### src/rtl/segmap_scatter.sv
// Splits one captured byte into per-word lane writes, one word per clock.
module segmap_scatter #(
   parameter int BYTE_W = 8,
   parameter int WIDTH  = 4,
   parameter int MODE_W = 2,
   localparam int CNT_W = $clog2(BYTE_W + 1),
   localparam int LN_W  = $clog2(WIDTH + 1)
) (
   input  logic              clk,
   input  logic              rst_n,
   input  logic              start,
   input  logic [MODE_W-1:0] mode,
   input  logic [BYTE_W-1:0] byte_in,
   output logic              busy,
   output logic              wr_en,
   output logic [WIDTH-1:0]  wr_mask,
   output logic [WIDTH-1:0]  wr_data
);

   if (WIDTH > BYTE_W) begin : g_bad_width
      $error("segmap_scatter: WIDTH must not exceed BYTE_W");
   end
   if (CNT_W < LN_W) begin : g_bad_cnt
      $error("segmap_scatter: counter narrower than lane count");
   end

   logic [BYTE_W-1:0] sh_q;
   logic [CNT_W-1:0]  rem_q;
   logic [LN_W-1:0]   ln_q;
   logic [CNT_W-1:0]  take;

   assign busy  = |rem_q;
   assign wr_en = busy;

   // Bits consumed this cycle: a full word of lanes, or what is left.
   always_comb begin
      if (CNT_W'(ln_q) < rem_q) take = CNT_W'(ln_q);
      else                      take = rem_q;
   end

   for (genvar j = 0; j < WIDTH; j++) begin : g_lane
      assign wr_mask[j] = busy && (CNT_W'(j) < take);
      assign wr_data[j] = sh_q[BYTE_W-1-j];
   end

   always_ff @(posedge clk) begin
      if (!rst_n) begin
         sh_q  <= '0;
         rem_q <= '0;
         ln_q  <= '0;
      end else if (start) begin
         sh_q  <= byte_in;
         rem_q <= CNT_W'(BYTE_W);
         ln_q  <= LN_W'(mode) + LN_W'(1);
      end else if (busy) begin
         sh_q  <= sh_q << take;
         rem_q <= rem_q - take;
      end
   end

endmodule

### src/rtl/segmap_ptr.sv
// Word address pointer with load, advance and wrap at DEPTH.
module segmap_ptr #(
   parameter int DEPTH  = 40,
   localparam int ADDR_W = $clog2(DEPTH)
) (
   input  logic              clk,
   input  logic              rst_n,
   input  logic              ld,
   input  logic [ADDR_W-1:0] ld_val,
   input  logic              adv,
   output logic [ADDR_W-1:0] ptr
);

   localparam logic [ADDR_W-1:0] LAST = ADDR_W'(DEPTH - 1);

   logic [ADDR_W-1:0] ptr_q;
   logic [ADDR_W-1:0] nxt;
   logic              val_ok;

   assign ptr    = ptr_q;
   assign val_ok = {1'b0, ld_val} < (ADDR_W + 1)'(DEPTH);

   if (DEPTH == (1 << ADDR_W)) begin : g_pow2
      assign nxt = ptr_q + 1'b1;
   end else begin : g_cmp
      assign nxt = (ptr_q == LAST) ? '0 : ptr_q + 1'b1;
   end

   always_ff @(posedge clk) begin
      if (!rst_n)   ptr_q <= '0;
      else if (ld)  ptr_q <= val_ok ? ld_val : '0;
      else if (adv) ptr_q <= nxt;
   end

endmodule

### src/rtl/segmap_store.sv
// Segment memory with per-lane write mask and combinational read.
module segmap_store #(
   parameter int DEPTH  = 40,
   parameter int WIDTH  = 4,
   localparam int ADDR_W = $clog2(DEPTH)
) (
   input  logic              clk,
   input  logic              rst_n,
   input  logic              we,
   input  logic [ADDR_W-1:0] waddr,
   input  logic [WIDTH-1:0]  wmask,
   input  logic [WIDTH-1:0]  wdata,
   input  logic [ADDR_W-1:0] raddr,
   output logic [WIDTH-1:0]  rdata
);

   logic [DEPTH*WIDTH-1:0] flat;

   for (genvar w = 0; w < DEPTH; w++) begin : g_word
      logic [WIDTH-1:0] cell_q;
      logic             hit;
      assign hit = we && (waddr == ADDR_W'(w));
      always_ff @(posedge clk) begin
         if (!rst_n)   cell_q <= '0;
         else if (hit) cell_q <= (cell_q & ~wmask) | (wdata & wmask);
      end
      assign flat[w*WIDTH +: WIDTH] = cell_q;
   end

   always_comb begin
      rdata = '0;
      for (int i = 0; i < DEPTH; i++) begin
         if (raddr == ADDR_W'(i)) rdata = flat[i*WIDTH +: WIDTH];
      end
   end

endmodule

### src/rtl/segmap_loader.sv
// Top: multiplex-aware display memory loader.
module segmap_loader #(
   parameter int DEPTH  = 40,
   parameter int WIDTH  = 4,
   parameter int BYTE_W = 8,
   localparam int ADDR_W = $clog2(DEPTH),
   localparam int MODE_W = $clog2(WIDTH)
) (
   input  logic              clk,
   input  logic              rst_n,
   input  logic              wr_stb,
   input  logic [BYTE_W-1:0] wr_byte,
   input  logic [MODE_W-1:0] mode_sel,
   input  logic              ptr_ld,
   input  logic [ADDR_W-1:0] ptr_val,
   output logic              busy,
   input  logic [ADDR_W-1:0] rd_addr,
   output logic [WIDTH-1:0]  rd_word
);

   if (DEPTH < 2) begin : g_bad_depth
      $error("segmap_loader: DEPTH must be at least 2");
   end
   if (WIDTH < 2 || (1 << MODE_W) != WIDTH) begin : g_bad_lanes
      $error("segmap_loader: WIDTH must be a power of two >= 2");
   end

   logic              accept;
   logic              ld_ok;
   logic              wr_en;
   logic [WIDTH-1:0]  wr_mask;
   logic [WIDTH-1:0]  wr_data;
   logic [ADDR_W-1:0] ptr_q;

   assign accept = wr_stb && !busy && !ptr_ld;
   assign ld_ok  = ptr_ld && !busy;

   segmap_scatter #(.BYTE_W(BYTE_W), .WIDTH(WIDTH), .MODE_W(MODE_W)) u_scatter (
      .clk     (clk),
      .rst_n   (rst_n),
      .start   (accept),
      .mode    (mode_sel),
      .byte_in (wr_byte),
      .busy    (busy),
      .wr_en   (wr_en),
      .wr_mask (wr_mask),
      .wr_data (wr_data)
   );

   segmap_ptr #(.DEPTH(DEPTH)) u_ptr (
      .clk    (clk),
      .rst_n  (rst_n),
      .ld     (ld_ok),
      .ld_val (ptr_val),
      .adv    (wr_en),
      .ptr    (ptr_q)
   );

   segmap_store #(.DEPTH(DEPTH), .WIDTH(WIDTH)) u_store (
      .clk   (clk),
      .rst_n (rst_n),
      .we    (wr_en),
      .waddr (ptr_q),
      .wmask (wr_mask),
      .wdata (wr_data),
      .raddr (rd_addr),
      .rdata (rd_word)
   );

endmodule

### config.mk
export PLATFORM = sky130hd
export DESIGN_NAME = segmap_loader
export DESIGN_NICKNAME = d
export VERILOG_FILES = /design/src/rtl/segmap_scatter.sv /design/src/rtl/segmap_ptr.sv /design/src/rtl/segmap_store.sv /design/src/rtl/segmap_loader.sv
export SDC_FILE = /design/constraint.sdc
export NUM_CORES = 1
export LEC_CHECK = 0
export BUFFER_PORTS_ARGS = -buffer_cell sky130_fd_sc_hd__buf_4
export CAP_MARGIN = 20
export CORE_ASPECT_RATIO = 1.4
export CORE_MARGIN = 2
export CORE_UTILIZATION = 57
export CTS_CLUSTER_SIZE = 30
export DETAILED_ROUTE_END_ITERATION = 10
export PLACE_DENSITY = 0.77
export SYNTH_ARGS = -nofsm -noshare
export SYNTH_HDL_FRONTEND = slang
export SYNTH_SLANG_ARGS = --single-unit
### constraint.sdc
create_clock -name clk -period 2.41 [get_ports clk]
set_input_delay 0.241 -clock clk [delete_from_list [all_inputs] [get_ports clk]]
set_output_delay 0.241 -clock clk [all_outputs]
set_load 0.01 [all_outputs]
==> results of run 1 <==
==> cells by family (layout without fill, tap and decap cells) <==
family,Yosys count,in the layout,share of synthesized area
buffers and inverters,127,190,0.0566
and+or+nand+nor,610,610,0.273
xor gates and xnor gates,4,4,0.00342
adders and majority gates,11,11,0.0142
AOI/OAI and AO/OA,309,309,0.181
DFF,181,181,0.353
muxes,106,106,0.118
==> routing by layer <==
metal	part of all wire	vias up	wire [um]
met5	0	-	0
met4	0.065	0	2210
met3	0.087	151	2950
met2	0.47	614	16100
met1	0.38	4938	12800
li1	-	4868	-
==> report_power, final <==
| part | internal (W) | switching [W] | total, W |
|---|---|---|---|
| clock | 0.00141 | 0.00147 | 0.00288 |
| sequential | 0.00300 | 0.0000227 | 0.00303 |
| combinational | 0.000316 | 0.000572 | 0.000888 |
==> final cells by class <==
cell class / count / area [um^2] / area share
timing repair buffer: 141 / 1270 / 0.105
clock inverter: 15 / 171 / 0.0141
tap: 240 / 300 / 0.0248
inverter: 17 / 66.3 / 0.00547
clock buffer: 17 / 425 / 0.0351
multi-input combinational: 1040 / 6250 / 0.516
sequential: 181 / 3630 / 0.300
==> worst min path at each step <==
stage | slack, ps | end | startpoint | depth (start not counted)
4_1_cts | 40 | u_scatter.sh_q[0] | wr_byte[0] | 3
5_1_grt | 60 | u_ptr.ptr[1] | ptr_val[1] | 3
6_report | 50 | u_scatter.sh_q[0] | wr_byte[0] | 3
2_1_floorplan | 340 | u_scatter.ln_q[0] | mode_sel[0] | 1
3_3_place_gp | 440 | u_scatter.ln_q[0] | mode_sel[0] | 2
3_5_place_dp | 440 | u_scatter.ln_q[0] | mode_sel[0] | 2
==> tightest hold or removal path, cell delays in order <==
cell and delay (ps):
buf_4 80, a22oi_1 60, nor2_1 80
==> cell usage in the layout (no fill, tap or decap), types with 4 or more instances in the layout <==
master       n
nor2b_1     12
a22oi_1      5
o22ai_1      6
nor3_2      11
nand2_1    219
nand3_1    115
buf_12      16
dfxtp_2      9
nand2b_1     7
mux4_2      10
a31oi_1     12
o221ai_1     4
nor3_1      15
mux2_2       9
o211ai_1     6
a21oi_1    132
o21ai_1      7
and3_1       6
nand4_1     27
a221oi_1     4
ha_1         7
inv_6        7
inv_8        4
or3_1        5
dfxtp_1    172
buf_4      122
clkbuf_16   17
o21ai_0     66
mux2i_1     86
nor2_1     161
inv_1       12
o32ai_1      6
==> repair_timing <==
item / CTS / global route
resized for setup: 13 / 30
hold endpoints to repair: 1 / 0
cloned: 0 / 0
endpoints found under the setup margin: 4 / 71
buffers inserted: 2 / 0
hold buffers: 1 / 0
pin swaps: 9 / 13
==> stage by stage <==
stage          utilization  hold slack, ps  instance area [um^2]
6_report             0.682            47.6                 12100
3_5_place_dp         0.636             440                 11300
4_1_cts              0.673            36.1                 12000
2_1_floorplan            -             337                 10300
3_3_place_gp         0.636             435                 11300
5_1_grt              0.682            60.0                 12100
==> reports/qor_table.md, run 1 <==
| Item | Value | Unit |
|---|---|---|
| Run status | finished, violations left | - |
| Violations in the final reports | negative setup slack | - |
| Cell count after placement | 1616 | - |
| Register-to-Register Path Depth | 11 | - |
| Ant. Diodes | 0 | - |
| Half-perimeter wire length after placement | 23400 | um |
| Total iterations of the first detailed-routing run | 6 | - |
| Latest clock arrival within the worst-skew pair | 450 | ps |
| Antenna viol nets, final | 0 | - |
| Worst setup slack for register-to-register paths | -70 | ps |
| Most numerous cell types in the synthesized netlist | nand2_1, dfxtp_1, nor2_1, a21oi_1, nand3_1 | - |
| Global-route wire length before repair | 52600 | um |
| Post-route DRC violation count | 0 | - |
| Vias in the first global route | 9565 | - |
| Worst-case clock skew | 15.8 | ps |
| Primary FF master, synth | dfxtp_1 | - |
| Most frequent cell after synthesis | nand2_1 | - |
| Total track usage | 0.351 | - |
| Proportion of layout cells with a drive suffix above 1 | 0.179 | - |
| Worst VDD drop | 455 | uV |
| Layout-stage area growth over the synthesis result | 18.2 | % |
| DIE WIDTH | 117 | um |
| Number of enable flip-flop cells after synthesis | 0 | - |
| Routability congestion estimate from global placement | 1.05 | - |
| Post-synthesis cell area | 10300 | um^2 |
| Final setup violation count | 5 | - |
| Area of the core | 17800 | um^2 |
| Period minus WS final | 2490 | ps |
| GR Util met1 | 0.414 | - |
| Full die area | 19100 | um^2 |
| Longest Clk Path Bufs | 2 | - |
| Cell with the largest stage delay on the worst path | mux4_2 | - |
| Y dimension of the die | 163 | um |
| Reg-to-Reg Start | u_scatter.rem_q[2] | - |
| Maximum number of pins on one net before global-route repair | 61 | - |
| Starting density of the core | 0.577 | - |
| Port-buffer cells | 30 | - |
| Pwr/cell area | 561 | nW/um^2 |
| Final cycle utilization of the critical path | 1.03 | - |
| Max Slew Vio Count | 0 | - |
| Buf/Inv on CP | 1 | - |
| Filler cell count | 1491 | - |
| Per-cell via count in the routed design | 6.40 | - |
| Layer with the highest usage after global routing | met2 | - |
| Headroom to the max-slew limit | 0.621 | - |
| Number of instances in the synthesized netlist | 1348 | - |
| Root buffer selected by CTS | clkbuf_16 | - |
| Number of clock sinks | 181 | - |
| Net count of the mapped netlist | 1385 | - |
| Initial antenna violation count | 0 | - |
| Post-placement worst setup slack | -224 | ps |
| Clock transition at path regs | 90 | ps |
| Cell Chain, Critical Path | mux4_2 > a222oi_1 > a31oi_1 > o41a_1 > buf_4 | - |
| Maximum cell stage delay along the critical path | 460 | ps |
| Max-cap violations | 0 | - |
| Worst path depth | 5 | - |
| Num rows | 58 | - |
| Routed wire length | 34000 | um |
| Portion of synthesized cell area occupied by the leading cell type | 0.353 | - |
| Avg WL per Cell | 20.6 | um |
| Count of nets after finishing | 1435 | - |
| TritonCTS clock tree | yes | - |
| Final number of hold-violating endpoints | 0 | - |
| Synthesized area per cell | 7.61 | um^2 |
| Final cell count without fillers | 1651 | - |
| Capturing element of the worst setup path | rd_word[2] | - |
| Arrival time of the worst setup path | 2250 | ps |
| Sequential fraction of the synthesis area | 0.353 | - |
| Number of violations reported at the end of detailed-routing iteration 0 | 1314 | - |
| Final total negative setup slack | -219 | ps |
| Via count of the routed design | 10600 | - |
| RSZ-0062 raised after global routing | yes | - |
| Count of yosys warnings during synthesis | 0 | - |
| Yosys top cell by area | dfxtp_1 | - |
| Family of cells with the greatest summed delay on the critical path | compound AO/OA/AOI/OAI gates | - |
| Distinct cell type count after synthesis | 81 | - |
| Register bit count reported by yosys | 181 | - |
| Number of I/O pins | 31 | - |
| Worst Setup End Kind | output pin | - |
| GRT overflow | 0 | - |
| Required time of the critical path | 2170 | ps |
| Leakage power | 4.31 | nW |
| Setup CP Type | reg2out | - |
| Fraction of met2 tracks used by global routing | 0.591 | - |
| Biggest area contributors in the synthesized netlist | dfxtp_1, mux2i_1, nand2_1 | - |
| Type of origin of the critical path | flop | - |
| Post-route setup slack | -77.4 | ps |
| Number of levels in the clock H-tree | 4 | - |
| Crit-path max FO | 2 | - |
| Type of the most critical hold path | in2reg | - |
| Number of buffers added by the clock tree synthesis step | 17 | - |
| Slew at the pin with the worst max-slew slack | 568 | ps |
| Total power | 0.00680 | W |
| Async set or reset register ratio after synthesis | 0 | - |
| Highest clock rate | 402 | MHz |
| Met3 Resource Use GR | 0.0609 | - |
No activity file was read; power rests on OpenSTA's default activity.
==> inputs of run 2 (changes only) <==
Settings changed: SYNTH_HIERARCHICAL set to 1.
==> run 2 against run 1 <==
Net effect:
- the flow still finishes with violations (negative setup slack)
- clock skew shrank 4.7 ps
- critical path type unchanged
- clock power is essentially flat
- combinational power shrank 2.3%
- flip-flop and latch count is the same
- power shrank 0.27%
- cell count shrank 1.1%
- synthesized cell count shrank 4.2%
- worst hold slack gained 24 ps
- via count shrank 1.7%
- sequential power is essentially flat
==> reports/qor_table.md, run 2 <==
| Item | Value | Unit | Delta |
|---|---|---|---|
| Primary FF master, synth | dfxtp_1 | - |  |
| Post-route DRC violation count | 0 | - | unchanged |
| Number of levels in the clock H-tree | 4 | - | unchanged |
| Net count of the mapped netlist | 1326 | - | -4.3% |
| DIE WIDTH | 121 | um | +3.1% |
| Cell count after placement | 1590 | - | -1.6% |
| Highest clock rate | 385 | MHz | -4.3% |
| Register bit count reported by yosys | 181 | - | unchanged |
| GRT overflow | 0 | - | unchanged |
| Latest clock arrival within the worst-skew pair | 440 | ps | about the same |
| Type of origin of the critical path | flop | - |  |
| Routability congestion estimate from global placement | 0.965 | - | -8.0% |
| Type of the most critical hold path | in2reg | - |  |
| Synthesized area per cell | 8.45 | um^2 | +11% |
| Total iterations of the first detailed-routing run | 8 | - | +2 |
| Max-cap violations | 0 | - | unchanged |
| Worst VDD drop | 484 | uV | +6.2% |
| Worst Setup End Kind | output pin | - |  |
| Maximum cell stage delay along the critical path | 640 | ps | +180 ps |
| Most frequent cell after synthesis | nand2_1 | - |  |
| Hold-fix buffers, CTS | 0 | - | -1 |
| Layout Utilization | 0.712 | - | +0.0306 |
| Post-route setup slack | -189 | ps | -112 ps |
| Root buffer selected by CTS | clkbuf_16 | - |  |
| Arrival time of the worst setup path | 2360 | ps | +110 ps |
| Half-perimeter wire length after placement | 23700 | um | +1.4% |
| Max Slew Vio Count | 0 | - | unchanged |
| Worst-case clock skew | 11.2 | ps | -4.66 ps |
| Final setup violation count | 10 | - | +5 |
| Crit-path max FO | 3 | - | +1 |
| Reg-to-Reg Start | u_scatter/rem_q[1] | - |  |
| Setup CP Type | reg2out | - |  |
| Per-cell via count in the routed design | 6.37 | - | -0.58% |
| Post-synthesis cell area | 10900 | um^2 | +6.4% |
| Cell with the largest stage delay on the worst path | a2111oi_0 | - |  |
| Initial antenna violation count | 0 | - | unchanged |
| Num rows | 59 | - | +1.7% |
| Starting density of the core | 0.584 | - | +0.00767 |
| Longest Clk Path Bufs | 2 | - | unchanged |
| Headroom to the max-slew limit | 0.500 | - | -0.121 |
| Count of nets after finishing | 1410 | - | -1.7% |
| Sequential fraction of the synthesis area | 0.332 | - | -0.0214 |
| Final number of hold-violating endpoints | 0 | - | unchanged |
| Total track usage | 0.341 | - | -0.0100 |
| Count of yosys warnings during synthesis | 6 | - | +6 |
| Pwr/cell area | 510 | nW/um^2 | -9.1% |
| Maximum number of pins on one net before global-route repair | 97 | - | +59% |
| Final cell count without fillers | 1633 | - | -1.1% |
| Number of buffers added by the clock tree synthesis step | 17 | - | unchanged |
| Distinct cell type count after synthesis | 98 | - | +21% |
| Via count of the routed design | 10400 | - | -1.7% |
| Most numerous cell types in the synthesized netlist | nand2_1, dfxtp_1, mux2i_1, nor2b_1, nor2_1 | - |  |
| Start point of the worst hold path | ptr_val[1] | - |  |
| Vias in the first global route | 10000 | - | +5.0% |
| Routed wire length | 36300 | um | +6.7% |
| Number of I/O pins | 31 | - | unchanged |
| Yosys top cell by area | dfxtp_1 | - |  |
| Proportion of layout cells with a drive suffix above 1 | 0.239 | - | +0.0597 |
| Final cycle utilization of the critical path | 1.08 | - | +0.0465 |
| RSZ-0062 raised after global routing | yes | - |  |
| Ant. Diodes | 0 | - | unchanged |
| Number of enable flip-flop cells after synthesis | 0 | - | unchanged |
| Global-route wire length before repair | 54200 | um | +3.0% |
| Clock transition at path regs | 80 | ps | about the same |
| Layout-stage area growth over the synthesis result | 21.9 | % |  |
| TritonCTS clock tree | yes | - |  |
| Top library cells by usage in the layout, fill and taps aside | nand2_1, mux2i_1, nor2b_1, dfxtp_1, buf_4 | - |  |
| Port-buffer cells | 30 | - | unchanged |
| Biggest area contributors in the synthesized netlist | dfxtp_1, mux2i_1, nor2b_1 | - |  |
| Violations in the final reports | negative setup slack | - |  |
| Most common cell after layout, fill and taps aside | nand2_1 | - |  |
| Run status | finished, violations left | - |  |
| Slew at the pin with the worst max-slew slack | 731 | ps | +163 ps |
| Area of the core | 18700 | um^2 | +5.0% |
| Full die area | 20300 | um^2 | +6.3% |
| Cell Chain, Critical Path | nor2b_1 > a2111oi_0 > buf_4 > a2111oi_4 > o211ai_1 > a21oi_2 > buf_4 | - |  |
| Number of violations reported at the end of detailed-routing iteration 0 | 1275 | - | -3.0% |
| Portion of synthesized cell area occupied by the leading cell type | 0.332 | - | -0.0214 |
| Required time of the critical path | 2170 | ps | about the same |
| Avg WL per Cell | 22.2 | um | +7.9% |
| Async set or reset register ratio after synthesis | 0 | - | unchanged |
| Period minus WS final | 2600 | ps | +112 ps |
| Number of instances in the synthesized netlist | 1292 | - | -4.2% |
| Antenna viol nets, final | 0 | - | unchanged |
| Y dimension of the die | 168 | um | +3.1% |
| CP most frequent cell | buf_4 | - |  |
| Number of clock sinks | 181 | - | unchanged |
| Leakage power | 5.93 | nW | +38% |
==> run 2: changes by cell type in the layout (fill, tap and decap cells not counted), sizes merged, moves of 8 or more <==
cell / change
a21boi: +8
a21oi: -92
buf: +23
mux2i: +88
nand2: -19
nand3: -94
nand4: -22
nor2: -99
nor2b: +159
nor3: -13
o21ai: -27
==> run 2: metal layers <==
metal / GRT usage / vias to the layer above / part of all wire
li1: - / 4701 / -
met1: 0.402 / 5007 / 0.38
met2: 0.588 / 540 / 0.50
met3: 0.0518 / 147 / 0.068
met4: 0.184 / 0 / 0.056
met5: 0 / - / 0
==> run 2: cell type report <==
class	count	area, um^2
clock buffers	17	425
clock inverters	15	184
fillers	1455	5380
inverters	20	77.6
multi-input cells	990	7230
flip-flops and latches	181	3640
well taps	244	305
repair buffers	166	1430
==> run 2: repair_timing <==
item / CTS / global route
resized for setup: 27 / 80
pin swaps: 23 / 25
setup buffers: 4 / 5
setup endpoints to repair: 6 / 117
cloned: 0 / 4
==> run 2: metrics by stage <==
step	hold WS (ps)	instance area [um^2]	worst slack (ps)	setup TNS (ps)	power, W
6_report	71.4	13300	-189	-569	0.00678
5_1_grt	68.8	13300	-174	-1650	0.00696
4_1_cts	56.4	12800	-164	-440	0.00674
3_5_place_dp	455	12100	-90.9	-347	0.00390
3_3_place_gp	451	12100	-127	-388	0.00389
2_1_floorplan	374	11000	-46.3	-46.3	0.00358
==> run 2: critical path, delay by kind of cell, from the launching register on <==
family                 cells  cell delay [ps]
flip-flops                 1              340
AO/OA/AOI/OAI              4             1030
buffers and inverters      2              410
AND/OR/NAND/NOR            1              130
==> run 2: final timing paths <==
path | endpoint | slack, ps | depth (start not counted)
max | rd_word[3] | -190 | 7
min | u_ptr/ptr[1] | 70 | 3
min reg2reg | flop | 480 | 2
max reg2reg | flop | -50 | 12
==> run 2: cell families after synthesis <==
| family | share of synthesized area |
|---|---|
| and+or+nand+nor | 0.274 |
| DFF | 0.332 |
| xor gates and xnor gates | 0.00161 |
| muxes | 0.188 |
| AOI/OAI and AO/OA | 0.146 |
| buffers and inverters | 0.0483 |
| adders and majority gates | 0.00986 |
==> run 2: power breakdown <==
part	switching, W	leakage, nW	internal (W)
Clock	0.00139	0.293	0.00149
Combinational	0.000514	4.18	0.000354
Sequential	0.0000261	1.47	0.00301
Total	0.00193	5.93	0.00485
==> inputs of run 3 (changes only) <==
Settings changed: SKIP_LAST_GASP set to 1.
==> run 3 against run 2 <==
Net effect:
- the flow still finishes with violations (negative setup slack)
- sequential share of layout area hardly changed
- cell count stayed put
- via count is 0.90% lower
- critical path depth stayed put
- combinational power is 0.5% lower
- clock-buffer cell count stayed put
==> reports/qor_table.md, run 3 (synthesis results as in run 2) <==
| Item | Value | Unit | Delta |
|---|---|---|---|
| Latest clock arrival within the worst-skew pair | 440 | ps | about the same |
| Full die area | 20300 | um^2 | unchanged |
| Period minus WS final | 2550 | ps | -46.8 ps |
| Number of buffers added by the clock tree synthesis step | 17 | - | unchanged |
| Avg WL per Cell | 22.0 | um | -0.90% |
| Required time of the critical path | 2170 | ps | about the same |
| Routability congestion estimate from global placement | 0.965 | - | unchanged |
| Violations in the final reports | negative setup slack | - |  |
| Setup CP Type | reg2out | - |  |
| Arrival time of the worst setup path | 2310 | ps | -50 ps |
| Headroom to the max-slew limit | 0.543 | - | +0.0428 |
| Clock transition at path regs | 80 | ps | about the same |
| Per-cell via count in the routed design | 6.31 | - | -0.90% |
| Antenna viol nets, final | 0 | - | unchanged |
| Proportion of layout cells with a drive suffix above 1 | 0.238 | - | -0.00144 |
| Post-placement worst setup slack | -90.9 | ps | unchanged |
| Pwr/cell area | 509 | nW/um^2 | about the same |
| Area of the core | 18700 | um^2 | unchanged |
| Total track usage | 0.341 | - | unchanged |
| Worst Setup End Kind | output pin | - |  |
| Start point of the worst hold path | mode_sel[0] | - |  |
| Via count of the routed design | 10300 | - | -0.90% |
| Maximum number of pins on one net before global-route repair | 97 | - | unchanged |
| Worst-case clock skew | 11.2 | ps | +0.0268 ps |
| Final cell count without fillers | 1633 | - | unchanged |
| Most common cell after layout, fill and taps aside | nand2_1 | - |  |
| Initial antenna violation count | 0 | - | unchanged |
| Ant. Diodes | 0 | - | unchanged |
| Number of levels in the clock H-tree | 4 | - | unchanged |
| Reg-to-Reg Start | u_scatter/rem_q[1] | - |  |
| Starting density of the core | 0.584 | - | unchanged |
| Cell with the largest stage delay on the worst path | a221o_1 | - |  |
| Layout-stage area growth over the synthesis result | 21.8 | % | about the same |
| Type of the most critical hold path | in2reg | - |  |
| Max Slew Vio Count | 0 | - | unchanged |
| Y dimension of the die | 168 | um | unchanged |
| Count of nets after finishing | 1410 | - | unchanged |
| Crit-path max FO | 2 | - | -1 |
| Routed wire length | 36000 | um | -0.90% |
| Highest clock rate | 392 | MHz | +1.8% |
| Final cycle utilization of the critical path | 1.06 | - | -0.0194 |
| Cell Chain, Critical Path | mux4_2 > nand2_1 > a221o_1 > a2111oi_4 > o211ai_1 > a21oi_2 > buf_4 | - |  |
| Post-route setup slack | -143 | ps | +46.8 ps |
| Cell count after placement | 1590 | - | unchanged |
| GRT overflow | 0 | - | unchanged |
| Run status | finished, violations left | - |  |
| Buf/Inv on CP | 1 | - | -1 |
| Number of violations reported at the end of detailed-routing iteration 0 | 1225 | - | -3.9% |
| Longest Clk Path Bufs | 2 | - | unchanged |
| Sequential cell area in the final layout | 3640 | um^2 | unchanged |
| Half-perimeter wire length after placement | 23700 | um | unchanged |
| Num rows | 59 | - | unchanged |
| Post-route DRC violation count | 0 | - | unchanged |
| Root buffer selected by CTS | clkbuf_16 | - |  |
| Family of cells with the greatest summed delay on the critical path | compound AO/OA/AOI/OAI gates | - |  |
| Max-cap violations | 0 | - | unchanged |
| Layout Utilization | 0.712 | - | about the same |
| Final setup violation count | 10 | - | unchanged |
| Global-route wire length before repair | 54200 | um | unchanged |
| RSZ-0062 raised after global routing | yes | - |  |
| Port-buffer cells | 30 | - | unchanged |
| Slew at the pin with the worst max-slew slack | 669 | ps | -62.5 ps |
| Maximum cell stage delay along the critical path | 380 | ps | -260 ps |
| Worst setup slack for register-to-register paths | -50 | ps | about the same |
| Filler cell count | 1458 | - | +0.21% |
| Worst VDD drop | 482 | uV | -0.45% |
| Vias in the first global route | 10000 | - | unchanged |
| Number of clock sinks | 181 | - | unchanged |
| TritonCTS clock tree | yes | - |  |
| Footprint of the multi-input gates | 7220 | um^2 | -0.14% |
| Final number of hold-violating endpoints | 0 | - | unchanged |
| Total iterations of the first detailed-routing run | 8 | - | unchanged |
| Top library cells by usage in the layout, fill and taps aside | nand2_1, mux2i_1, nor2b_1, dfxtp_1, buf_4 | - |  |
| Number of I/O pins | 31 | - | unchanged |
| Type of origin of the critical path | flop | - |  |
| Leakage power | 5.93 | nW | about the same |
| Hold-fix buffers, CTS | 0 | - | unchanged |
| DIE WIDTH | 121 | um | unchanged |
## run 3: cell counts in the layout (fill, tap and decap cells not counted)
No cell type changed its count.
## run 3: final cells by class
class / count / share of cell area
clock buffers: 17 / 0.0320
clock inverters: 15 / 0.0138
inverters: 20 / 0.00584
multi-input cells: 990 / 0.544
flip-flops and latches: 181 / 0.274
well taps: 244 / 0.0230
repair buffers: 166 / 0.108
## run 3: worst paths after layout
kind,endpoint,cells past startpoint
worst max-delay path,rd_word[3],7
worst min-delay path,u_scatter/ln_q[0],3
worst max register to register,flop,12
worst min register to register,flop,2
## run 3: stage by stage
stage	hold WS, ps	setup TNS [ps]	cell area [um^2]	total power, W
CTS	56.4	-440	12800	0.00674
global placement	451	-388	12100	0.00389
detailed placement	455	-347	12100	0.00390
global route	68.8	-1720	13300	0.00696
finish	71.0	-493	13300	0.00677
floorplan	374	-46.3	11000	0.00358
## run 3: repair_timing
item | 4_1_cts | 5_1_grt
endpoints found under the setup margin | 6 | 117
resized for setup | 27 | 77
gates cloned | 0 | 4
pin swaps | 23 | 24
buffers inserted | 4 | 5
## run 3: per-layer routing
| layer | vias up | global-route usage | share of wire | routed length (um) |
|---|---|---|---|---|
| li1 | 4701 | - | - | - |
| met1 | 4976 | 0.402 | 0.38 | 13700 |
| met2 | 486 | 0.588 | 0.50 | 18100 |
| met3 | 138 | 0.0518 | 0.064 | 2290 |
| met4 | 0 | 0.184 | 0.053 | 1920 |
| met5 | - | 0 | 0 | 0 |
## run 3: worst register-to-register path, cell delays in order (launching register included)
cell	delay, ps
dfxtp_2	330
inv_2	90
ha_4	220
or3b_4	410
o22ai_4	190
nor2_4	80
buf_6	120
a31oi_4	210
buf_12	160
clkbuf_16	210
nand2_4	60
mux2i_1	180
nor2b_1	70
## run 3: power breakdown
part           leakage (nW)  switching [W]  internal (W)
Sequential             1.47      0.0000261       0.00301
Combinational          4.17       0.000510      0.000354
Clock                 0.293        0.00139       0.00149
